[src/rtl/adc_seq_pkg.sv]
package adc_seq_pkg;
  localparam int NUM_CH = 16;
  localparam int NIB_W  = 4;
  localparam int GAIN_W = 3;
  localparam int CH_W   = $clog2(NUM_CH);
  localparam int TAG_W  = 1 + CH_W + GAIN_W;

  typedef struct packed {
    logic              eos;
    logic [CH_W-1:0]   chan;
    logic [GAIN_W-1:0] gain;
  } req_tag_t;

  // Gain code of channel ch: low bits of its nibble, the top nibble bit unused.
  function automatic logic [GAIN_W-1:0] pick_gain(
    input logic [NUM_CH*NIB_W-1:0] words,
    input logic [CH_W-1:0]         ch
  );
    return words[ch*NIB_W +: GAIN_W];
  endfunction
endpackage

[src/rtl/adc_rate_div.sv]
module adc_rate_div #(
  parameter int W        = 16,
  parameter bit FREE_RUN = 1'b1
) (
  input  logic         clk,
  input  logic         rst_n,
  input  logic         en,
  input  logic         clr,
  input  logic [W-1:0] div,
  output logic         tick
);
  logic [W-1:0] cnt;
  logic [W-1:0] lim;

  assign lim  = (div <= W'(1)) ? '0 : div - W'(1);
  assign tick = en && (cnt >= lim);

  generate
    if (FREE_RUN) begin : g_wrap
      always_ff @(posedge clk or negedge rst_n) begin
        if (!rst_n)                 cnt <= '0;
        else if (clr || !en || tick) cnt <= '0;
        else                        cnt <= cnt + W'(1);
      end
      assert_wrap_reload_R2: assert property (@(posedge clk) disable iff (!rst_n)
        (en && tick) |=> (cnt == '0));
    end else begin : g_hold
      always_ff @(posedge clk or negedge rst_n) begin
        if (!rst_n)          cnt <= '0;
        else if (clr || !en) cnt <= '0;
        else if (!tick)      cnt <= cnt + W'(1);
      end
      assert_due_held_R7: assert property (@(posedge clk) disable iff (!rst_n)
        (en && tick && !clr) |=> (!en || tick || !$stable(div)));
    end
  endgenerate
endmodule

[src/rtl/adc_start_src.sv]
module adc_start_src #(
  parameter int DIV_W = 16
) (
  input  logic             clk,
  input  logic             rst_n,
  input  logic             sw_start,
  input  logic             ext_trig,
  input  logic             per_en,
  input  logic             ext_en,
  input  logic [DIV_W-1:0] start_div,
  output logic             start_evt
);
  logic per_tick;
  logic ext_q;
  logic ext_evt;

  adc_rate_div #(.W(DIV_W), .FREE_RUN(1'b1)) u_per_div (
    .clk  (clk),
    .rst_n(rst_n),
    .en   (per_en),
    .clr  (1'b0),
    .div  (start_div),
    .tick (per_tick)
  );

  always_ff @(posedge clk or negedge rst_n) begin
    if (!rst_n) ext_q <= 1'b0;
    else        ext_q <= ext_trig;
  end

  assign ext_evt   = ext_en && ext_trig && !ext_q;
  assign start_evt = sw_start || per_tick || ext_evt;

  assert_ext_level_quiet_R3: assert property (@(posedge clk) disable iff (!rst_n)
    (ext_trig && $past(ext_trig) && !sw_start && !per_tick) |-> !start_evt);
endmodule

[src/rtl/adc_seq_core.sv]
module adc_seq_core
  import adc_seq_pkg::*;
#(
  parameter int LAST_W = 3
) (
  input  logic                    clk,
  input  logic                    rst_n,
  input  logic                    start_evt,
  input  logic                    cfg_scan,
  input  logic [1:0]              cfg_seq,
  input  logic [LAST_W-1:0]       cfg_last,
  input  logic [NUM_CH*NIB_W-1:0] gain_words,
  input  logic                    scan_tick,
  input  logic                    req_ready,
  output logic                    req_valid,
  output logic [CH_W-1:0]         req_chan,
  output logic [GAIN_W-1:0]       req_gain,
  output logic [TAG_W-1:0]        req_tag,
  output logic                    overrun,
  output logic                    scan_active,
  output logic                    issue
);
  logic [CH_W-1:0] ptr;
  logic [CH_W-1:0] last_ext;
  logic [CH_W-1:0] issue_ch;
  logic            scan_eff, slot_free, busy, start_ok, scan_next, at_last, eos;
  req_tag_t        tag_q;

  assign last_ext  = CH_W'(cfg_last);
  assign scan_eff  = cfg_scan && (cfg_seq != 2'b00) && (cfg_last != '0);
  assign slot_free = !req_valid || req_ready;
  assign busy      = scan_active || !slot_free;
  assign start_ok  = start_evt && !busy;
  assign scan_next = scan_active && scan_tick && slot_free;
  assign issue     = start_ok || scan_next;
  assign at_last   = (ptr >= last_ext);
  assign eos       = scan_next && at_last;

  always_comb begin
    if (start_ok && (scan_eff || cfg_seq == 2'b00)) issue_ch = '0;
    else                                            issue_ch = ptr;
  end

  // Channel pointer and scan state
  always_ff @(posedge clk or negedge rst_n) begin
    if (!rst_n) begin
      ptr         <= '0;
      scan_active <= 1'b0;
    end else if (start_ok && scan_eff) begin
      ptr         <= CH_W'(1);
      scan_active <= 1'b1;
    end else if (start_ok) begin
      ptr <= (cfg_seq == 2'b00 || at_last) ? '0 : ptr + CH_W'(1);
    end else if (scan_next) begin
      if (at_last) begin
        ptr         <= '0;
        scan_active <= 1'b0;
      end else begin
        ptr <= ptr + CH_W'(1);
      end
    end
  end

  // Output request register
  always_ff @(posedge clk or negedge rst_n) begin
    if (!rst_n) begin
      req_valid <= 1'b0;
      tag_q     <= '0;
    end else if (issue) begin
      req_valid  <= 1'b1;
      tag_q.eos  <= eos;
      tag_q.chan <= issue_ch;
      tag_q.gain <= pick_gain(gain_words, issue_ch);
    end else if (req_ready) begin
      req_valid <= 1'b0;
    end
  end

  always_ff @(posedge clk or negedge rst_n) begin
    if (!rst_n)                 overrun <= 1'b0;
    else if (start_evt && busy) overrun <= 1'b1;
  end

  assign req_chan = tag_q.chan;
  assign req_gain = tag_q.gain;
  assign req_tag  = tag_q;

  assert_stall_hold_R10: assert property (@(posedge clk) disable iff (!rst_n)
    (req_valid && !req_ready) |=> (req_valid && $stable(req_chan) && $stable(req_gain) && $stable(req_tag)));
  assert_overrun_sticky_R11: assert property (@(posedge clk) disable iff (!rst_n)
    overrun |=> overrun);
  assert_busy_drop_R11: assert property (@(posedge clk) disable iff (!rst_n)
    (start_evt && busy) |=> overrun);
  assert_scan_opens_ch0_R6: assert property (@(posedge clk) disable iff (!rst_n)
    $rose(scan_active) |-> (req_valid && req_chan == '0));
  assert_nonseq_ch0_R8: assert property (@(posedge clk) disable iff (!rst_n)
    (issue && cfg_seq == 2'b00) |=> (req_chan == '0));
  assert_forced_single_R8: assert property (@(posedge clk) disable iff (!rst_n)
    (start_ok && (cfg_seq == 2'b00 || cfg_last == '0)) |=> !scan_active);
endmodule

[src/rtl/adc_start_seq.sv]
module adc_start_seq
  import adc_seq_pkg::*;
#(
  parameter int DIV_W  = 16,
  parameter int LAST_W = 3
) (
  input  logic              clk,
  input  logic              rst_n,
  input  logic              sw_start,
  input  logic              ext_trig,
  input  logic              cfg_per_en,
  input  logic              cfg_ext_en,
  input  logic              cfg_scan,
  input  logic [1:0]        cfg_seq,
  input  logic [LAST_W-1:0] cfg_last,
  input  logic [DIV_W-1:0]  cfg_start_div,
  input  logic [DIV_W-1:0]  cfg_scan_div,
  input  logic [31:0]       cfg_gain_lo,
  input  logic [31:0]       cfg_gain_hi,
  output logic              req_valid,
  input  logic              req_ready,
  output logic [CH_W-1:0]   req_chan,
  output logic [GAIN_W-1:0] req_gain,
  output logic [TAG_W-1:0]  req_tag,
  output logic              overrun
);
  logic start_evt, scan_tick, scan_active, issue;

  adc_start_src #(.DIV_W(DIV_W)) u_src (
    .clk      (clk),
    .rst_n    (rst_n),
    .sw_start (sw_start),
    .ext_trig (ext_trig),
    .per_en   (cfg_per_en),
    .ext_en   (cfg_ext_en),
    .start_div(cfg_start_div),
    .start_evt(start_evt)
  );

  adc_rate_div #(.W(DIV_W), .FREE_RUN(1'b0)) u_scan_div (
    .clk  (clk),
    .rst_n(rst_n),
    .en   (scan_active),
    .clr  (issue),
    .div  (cfg_scan_div),
    .tick (scan_tick)
  );

  adc_seq_core #(.LAST_W(LAST_W)) u_core (
    .clk        (clk),
    .rst_n      (rst_n),
    .start_evt  (start_evt),
    .cfg_scan   (cfg_scan),
    .cfg_seq    (cfg_seq),
    .cfg_last   (cfg_last),
    .gain_words ({cfg_gain_hi, cfg_gain_lo}),
    .scan_tick  (scan_tick),
    .req_ready  (req_ready),
    .req_valid  (req_valid),
    .req_chan   (req_chan),
    .req_gain   (req_gain),
    .req_tag    (req_tag),
    .overrun    (overrun),
    .scan_active(scan_active),
    .issue      (issue)
  );
endmodule

[config.mk]
export PLATFORM = sky130hd
export DESIGN_NAME = adc_start_seq
export DESIGN_NICKNAME = d
export VERILOG_FILES = /design/src/rtl/adc_seq_pkg.sv /design/src/rtl/adc_rate_div.sv /design/src/rtl/adc_start_src.sv /design/src/rtl/adc_seq_core.sv /design/src/rtl/adc_start_seq.sv
export SDC_FILE = /design/constraint.sdc
export NUM_CORES = 1
export LEC_CHECK = 0
export BUFFER_PORTS_ARGS = -buffer_cell sky130_fd_sc_hd__buf_4
export CORE_ASPECT_RATIO = 0.7
export CORE_MARGIN = 2
export CORE_UTILIZATION = 35
export CTS_CLUSTER_SIZE = 8
export DETAILED_ROUTE_END_ITERATION = 10
export PLACE_DENSITY = 0.62
export SLEW_MARGIN = 5
export SYNTH_ARGS = -nofsm -noshare
export SYNTH_HDL_FRONTEND = slang
export SYNTH_SLANG_ARGS = --single-unit
[constraint.sdc]
create_clock -name clk -period 3.27 [get_ports clk]
set_input_delay 0.327 -clock clk [delete_from_list [all_inputs] [get_ports clk]]
set_output_delay 0.327 -clock clk [all_outputs]
set_load 0.05 [all_outputs]
* Word-level counts from Yosys, hierarchy flattened *
Index checks and enable logic that the tools add are counted.

storage, ports and cells
  flip-flop bits (word level) = 48
  bits of input ports = 109
  output and inout bits = 17
  logic and storage cells = 76

cells by class
  $add $sub $neg = 5
  magnitude comparators = 5
  equal/unequal tests = 2
  shift operators = 1
  multiplexer cells = 17
  reductions and logical operators = 36

operators with widths
  kind                                                              number
  two-way mux 16 bit                                                5
  indexed part select 64 x 7 -> 3 bit                               1
  adder 16 x 1 -> 16 bit (second input constant)                    2
  >= comparator 16 bit                                              2
  less-or-equal comparator 16 x 1 -> 1 bit (second input constant)  2
  subtractor 16 x 1 -> 16 bit (second input constant)               2
  two-way mux 4 bit                                                 6
  logical AND 1 bit                                                 13
  logical OR 1 bit                                                  9
  nonzero test 2 bit                                                4
  logical NOT 1 bit                                                 6
  two-way mux 1 bit                                                 6
  nonzero test 3 bit                                                2
  adder 4 x 1 -> 4 bit (second input constant)                      1
  >= comparator 4 x 3 -> 1 bit                                      1
  != test 2 bit (second input constant)                             2
  AND reduction 3 bit                                               1
  logical NOT 2 bit                                                 1

* Longest topological paths before layout *
  depth in word-level cells = 10
  depth in mapped cells = 18
  depth with buffers taken out = 15

* Cells and area by module *
Synthesis repeated with hierarchy kept, for this count alone.

unflattened totals
  cell total of the unflattened synthesis = 527
  area, all modules = 4430.5 sq um

modules (own cells, without submodules)
  module                           instances  cells an instance  area an instance (sq um)  sequential area each (sq um)
  adc_rate_div at u_scan_div       1          191                1575.3                    400.4
  adc_rate_div at u_src.u_per_div  1          175                1467.7                    400.4
  adc_seq_core                     1          156                1346.3                    375.4
  adc_start_src                    1          5                  41.3                      25.0

* Worst setup path after synthesis *
OpenSTA, ideal clock, no wires.

  kind = input port to flip-flop
  start point = input cfg_start_div[2]
  end point = register u_core.tag_q, in the netlist u_core.req_gain[2]
  arrival = 4071 ps
  slack = -891 ps
  stages = 16
  path buffers = 1
  cells stage by stage = or4_1 -> nor3_1 -> nand3_1 -> nor3_1 -> xor2_1 -> nand2_1 -> ha_1 -> a21oi_1 -> o21ai_1 -> or4_4 -> o31ai_4 -> a211o_1 -> buf_6 -> mux2i_1 -> or4_1 -> o2111ai_1

between the ends
  longest elaborated chain between the ends = 10

ends and longest elaborated chain
  what                                                                                     RTL line             RTL
  start: declaration                                                                       adc_start_seq.sv:16  input logic [DIV_W-1:0] cfg_start_div,
  subtractor 16 x 1 -> 16 bit or less-or-equal comparator 16 x 1 -> 1 bit (tied branches)  adc_rate_div.sv:15   assign lim = (div <= W'(1)) ? '0 : div - W'(1);
  two-way mux 16 bit *                                                                     adc_rate_div.sv:15
  >= comparator 16 bit *                                                                   adc_rate_div.sv:16   assign tick = en && (cnt >= lim);
  logical AND 1 bit *                                                                      adc_rate_div.sv:16
  logical OR 1 bit * (2 in series)                                                         adc_start_src.sv:32  assign start_evt = sw_start || per_tick || ext_evt;
  logical AND 1 bit *                                                                      adc_seq_core.sv:33   assign start_ok = start_evt && !busy;
  logical AND 1 bit                                                                        adc_seq_core.sv:40   if (start_ok && (scan_eff || cfg_seq == 2'b00)) issue_ch = '0;
  two-way mux 4 bit                                                                        adc_seq_core.sv:40
  indexed part select 64 x 7 -> 3 bit                                                      adc_seq_pkg.sv:19    return words[ch*NIB_W +: GAIN_W];
  end: declaration                                                                         adc_seq_core.sv:27   req_tag_t tag_q;

Every way passes the cells marked *; elsewhere a longest branch is shown, timed or not.
A chain may end at the register's enable or synchronous reset.

* Final worst setup path *
  start point = input cfg_start_div[2]
  end point = register u_core.tag_q, in the netlist u_core.req_gain[0]

The elaborated chain is that of the path after synthesis.

==> flow_summary.toml <==
[clock_tree]
ctsRootBufferMaster = "clkbuf_16"
cts.path.max_buffers = 2
htree_levels = 2
clk_pin_slew_ns = 0.07
numCtsBuffers = 5
cts_tree = "built"
postCtsHoldBufs = 0
clk_latency_ns = 0.30
clock-sinks = 48

[cells_and_area]
n_antenna_cell = 0
multi_input_area_sq_mm = 0.003259
fillCellCount = 1082
nNetsFinal = 850
layout_common_cells = "buf_4, nand2_1, nor2_1, dfrtp_1, ha_1"
regArea_sq_mm = 0.001201
fin_util_pct = 54.27
drive_gt1_share_pct = 37.86
final_common_cell = "buf_4"
area_growth_pct = 49.12

[yosys]
synth_compound_area_share_pct = 15.06
syn-num-nets = 666
synth_area_sq_mm = 0.004328
synthAdderAreaFrac_pct = 12.14
synth_top_family_by_area = "simple AND/OR/NAND/NOR gates"
synth_seq_area_share_pct = 27.75
postSynthCellCount = 515
async_flop_share_pct = 100.0
synth-simple-area-share_pct = 26.16
avgSynthCellArea_sq_um = 8.404
synth_enable_flop_cells = 0
synthXorXnorAreaFrac_pct = 9.309
ys.flop_type = "dfrtp_1"
synth.area.mux_share_pct = 5.059
ys_ff_latch = 48
ys_warn_count = 0
yosysUniqueCellTypes = 59

[pwr]
combPwrFrac_pct = 53.1
leakage_nw = 3.113
internal_power_mw = 1.735
powerDensity_mw_per_mm2 = 466.8
switchingPower_mw = 1.277
swShare_pct = 42.40
seqPwrFrac_pct = 26.8
clkPwrFrac_pct = 20.1
peakVddDrop_mv = 0.2556

[route]
wl_mm = 12.71
antenna_left = 0
wl_per_cell_um = 14.83
vias_per_cell = 5.167
drt_iter0_markers = 257
firstDrtPassIters = 5
drc = 0
vias = 4428

[worst_setup_path]
required_ns = 3.48
path_cells = "buf_6, or4_4, nor3_4, buf_4, nand3_2, nor3_2, xor2_1, nand2_2, ha_4, a21oi_2, o21ai_1, or4_4, o31ai_4, buf_4, a21oi_4, o41a_1, a221o_1, o2111ai_2"
path_class = "input port to register"
crit_fanout = 5
crit_cells = 18
slowest_stage = "or4_4"
worstSetupEndpointType = "register"
arrival_ns = 4.16
worst_setup_path_start_kind = "input port"
path_buf_inv = 3
slowest_delay_ns = 0.55
rr_worst_depth = 13
cp_top_family = "simple AND/OR/NAND/NOR gates"

[flow_run]
maxCapViolations = 0

[min_path]
hp-class = "input port to async pin"

[floorplan]
ios = 126
num_rows = 33
fp.dieW_um = 136.9
start_util_pct = 36.40
dieHeight_um = 97.04
floorplan.core_area_sq_mm = 0.01189
fp.dieArea_sq_mm = 0.01329

[grt]
first_global_vias = 4368
grt_overflow = 0
track_usage_pct = 19.24
antenna_found_initial = 0
grt_max_degree = 49
grt_pass1_wl_mm = 20.92

[timing]
fin_worst_skew_ns = 0.009334
period_share_pct = 120.7
hold_slack_ns = 0.03385
rsz0062_at_grt = "true"
setup_violations = 15
max_slew_margin_pct = 48.11
hold_viol = 0
final_max_slew_viol_count = 0
fin_crit_ns = 3.948
fmax_mhz = 253.3
finalSetupTns_ns = -7.934
worst_pin_slew_ns = 0.7783
worst_slack_ns = -0.6778

[placed_design]
finalWeightedCongestion = 0.8217
pre_cts_slack_ns = -1.220
io_buffers = 109
dpl.hpwl_mm = 9.589

[run_status]
violations = "setup timing"
outcome = "finished with violations"
-- logic make-up after synthesis --
group,after synthesis
and+or+nand+nor,232
buffers and inverters,42
muxes,14
AOI/OAI and AO/OA,91
xor gates and xnor gates,46
adders and majority gates,42
DFF,48
-- through the flow --
stage          power [mW]  area [sq um]  std cells
6_report            3.012          6454        857
3_3_place_gp        2.215          5843        832
3_5_place_dp        2.249          5843        832
5_1_grt             3.193          6454        857
2_1_floorplan       1.778          4425        515
4_1_cts             2.958          6246        851
-- layer usage --
| layer | vias up | wire length [um] | GRT usage (%) |
|---|---|---|---|
| met1 | 2085 | 6134 | 28.02 |
| met4 | 0 | 180 | 4.679 |
| li1 | 2231 | - | - |
| met3 | 19 | 583 | 3.092 |
| met5 | - | 0 | 0 |
| met2 | 93 | 5811 | 29.69 |
-- what timing repair did --
item,in CTS,in global routing
gates resized for setup,29,36
buffers inserted,10,5
pin swaps,13,13
setup endpoints to repair,34,45
gates cloned,1,1
-- worst register-to-register path: stages (launching register included) --
cell       delay (ns)
dfrtp_1          0.35
inv_1            0.04
ha_1             0.27
nand2b_1         0.14
a2111oi_1        0.43
buf_4            0.20
nor4b_4          0.04
buf_4            0.15
o31ai_4          0.21
buf_4            0.16
a21oi_4          0.07
o41a_1           0.34
a221o_1          0.40
o2111ai_2        0.10
-- synth_stat cells (7+ instances only) --
cell type,n,area share (%)
nor3_1,16,1.9
nand3_1,19,2.2
a21oi_1,23,2.7
o21ai_0,9,1.0
dfrtp_1,48,28
and3_1,11,1.6
inv_1,18,1.6
nand4_1,16,2.3
xor2_1,32,6.5
buf_4,7,1.2
clkbuf_1,12,1.0
o21ai_1,8,0.93
ha_1,42,12
xnor2_1,14,2.8
nand2b_1,8,1.2
nand2_1,72,6.2
nor2_1,54,4.7
-- flip-flops by register name, summed over array words and instances, names as in the netlist --
name,flops
u_core.scan_active,1
u_scan_div.cnt,16
u_core.req_valid,1
u_core.ptr,4
u_src.u_per_div.cnt,16
u_src.ext_q,1
u_core.req_chan,4
u_core.req_gain,3
u_core.overrun,1
u_core.req_tag,1
-- area by class of cell --
cell class,count,area share [%]
clock buffers,5,1.939
clock inverters,3,0.7173
inverters,19,1.105
multi-input cells,426,50.50
flip-flops and latches,48,18.61
well taps,157,3.044
repair buffers,199,24.08
-- power by group through the flow --
stage	Combinational, mW	Sequential (mW)	Clock [mW]
2_1_floorplan	0.878	0.900	0
3_3_place_gp	1.40	0.813	0
3_5_place_dp	1.43	0.816	0
4_1_cts	1.54	0.804	0.617
5_1_grt	1.72	0.824	0.647
6_report	1.60	0.808	0.605
-- worst paths after layout --
kind,end,from,slack (ns)
setup reg to reg,u_core.req_gain[0]$_DFFE_PN0P_,u_src.u_per_div.cnt[0]$_DFF_PN0_,0.30
max in group asynchronous,u_src.u_per_div.cnt[6]$_DFF_PN0_,rst_n,2.81
hold / removal,u_scan_div.cnt[13]$_DFFE_PN0P_,rst_n,0.03
setup / recovery,u_core.req_gain[0]$_DFFE_PN0P_,cfg_start_div[2],-0.68
hold reg to reg,u_core.overrun$_DFFE_PN0P_,u_core.overrun$_DFFE_PN0P_,0.47
min in group clk,u_src.ext_q$_DFF_PN0_,ext_trig,0.14
(Power assumes the default switching activity.)
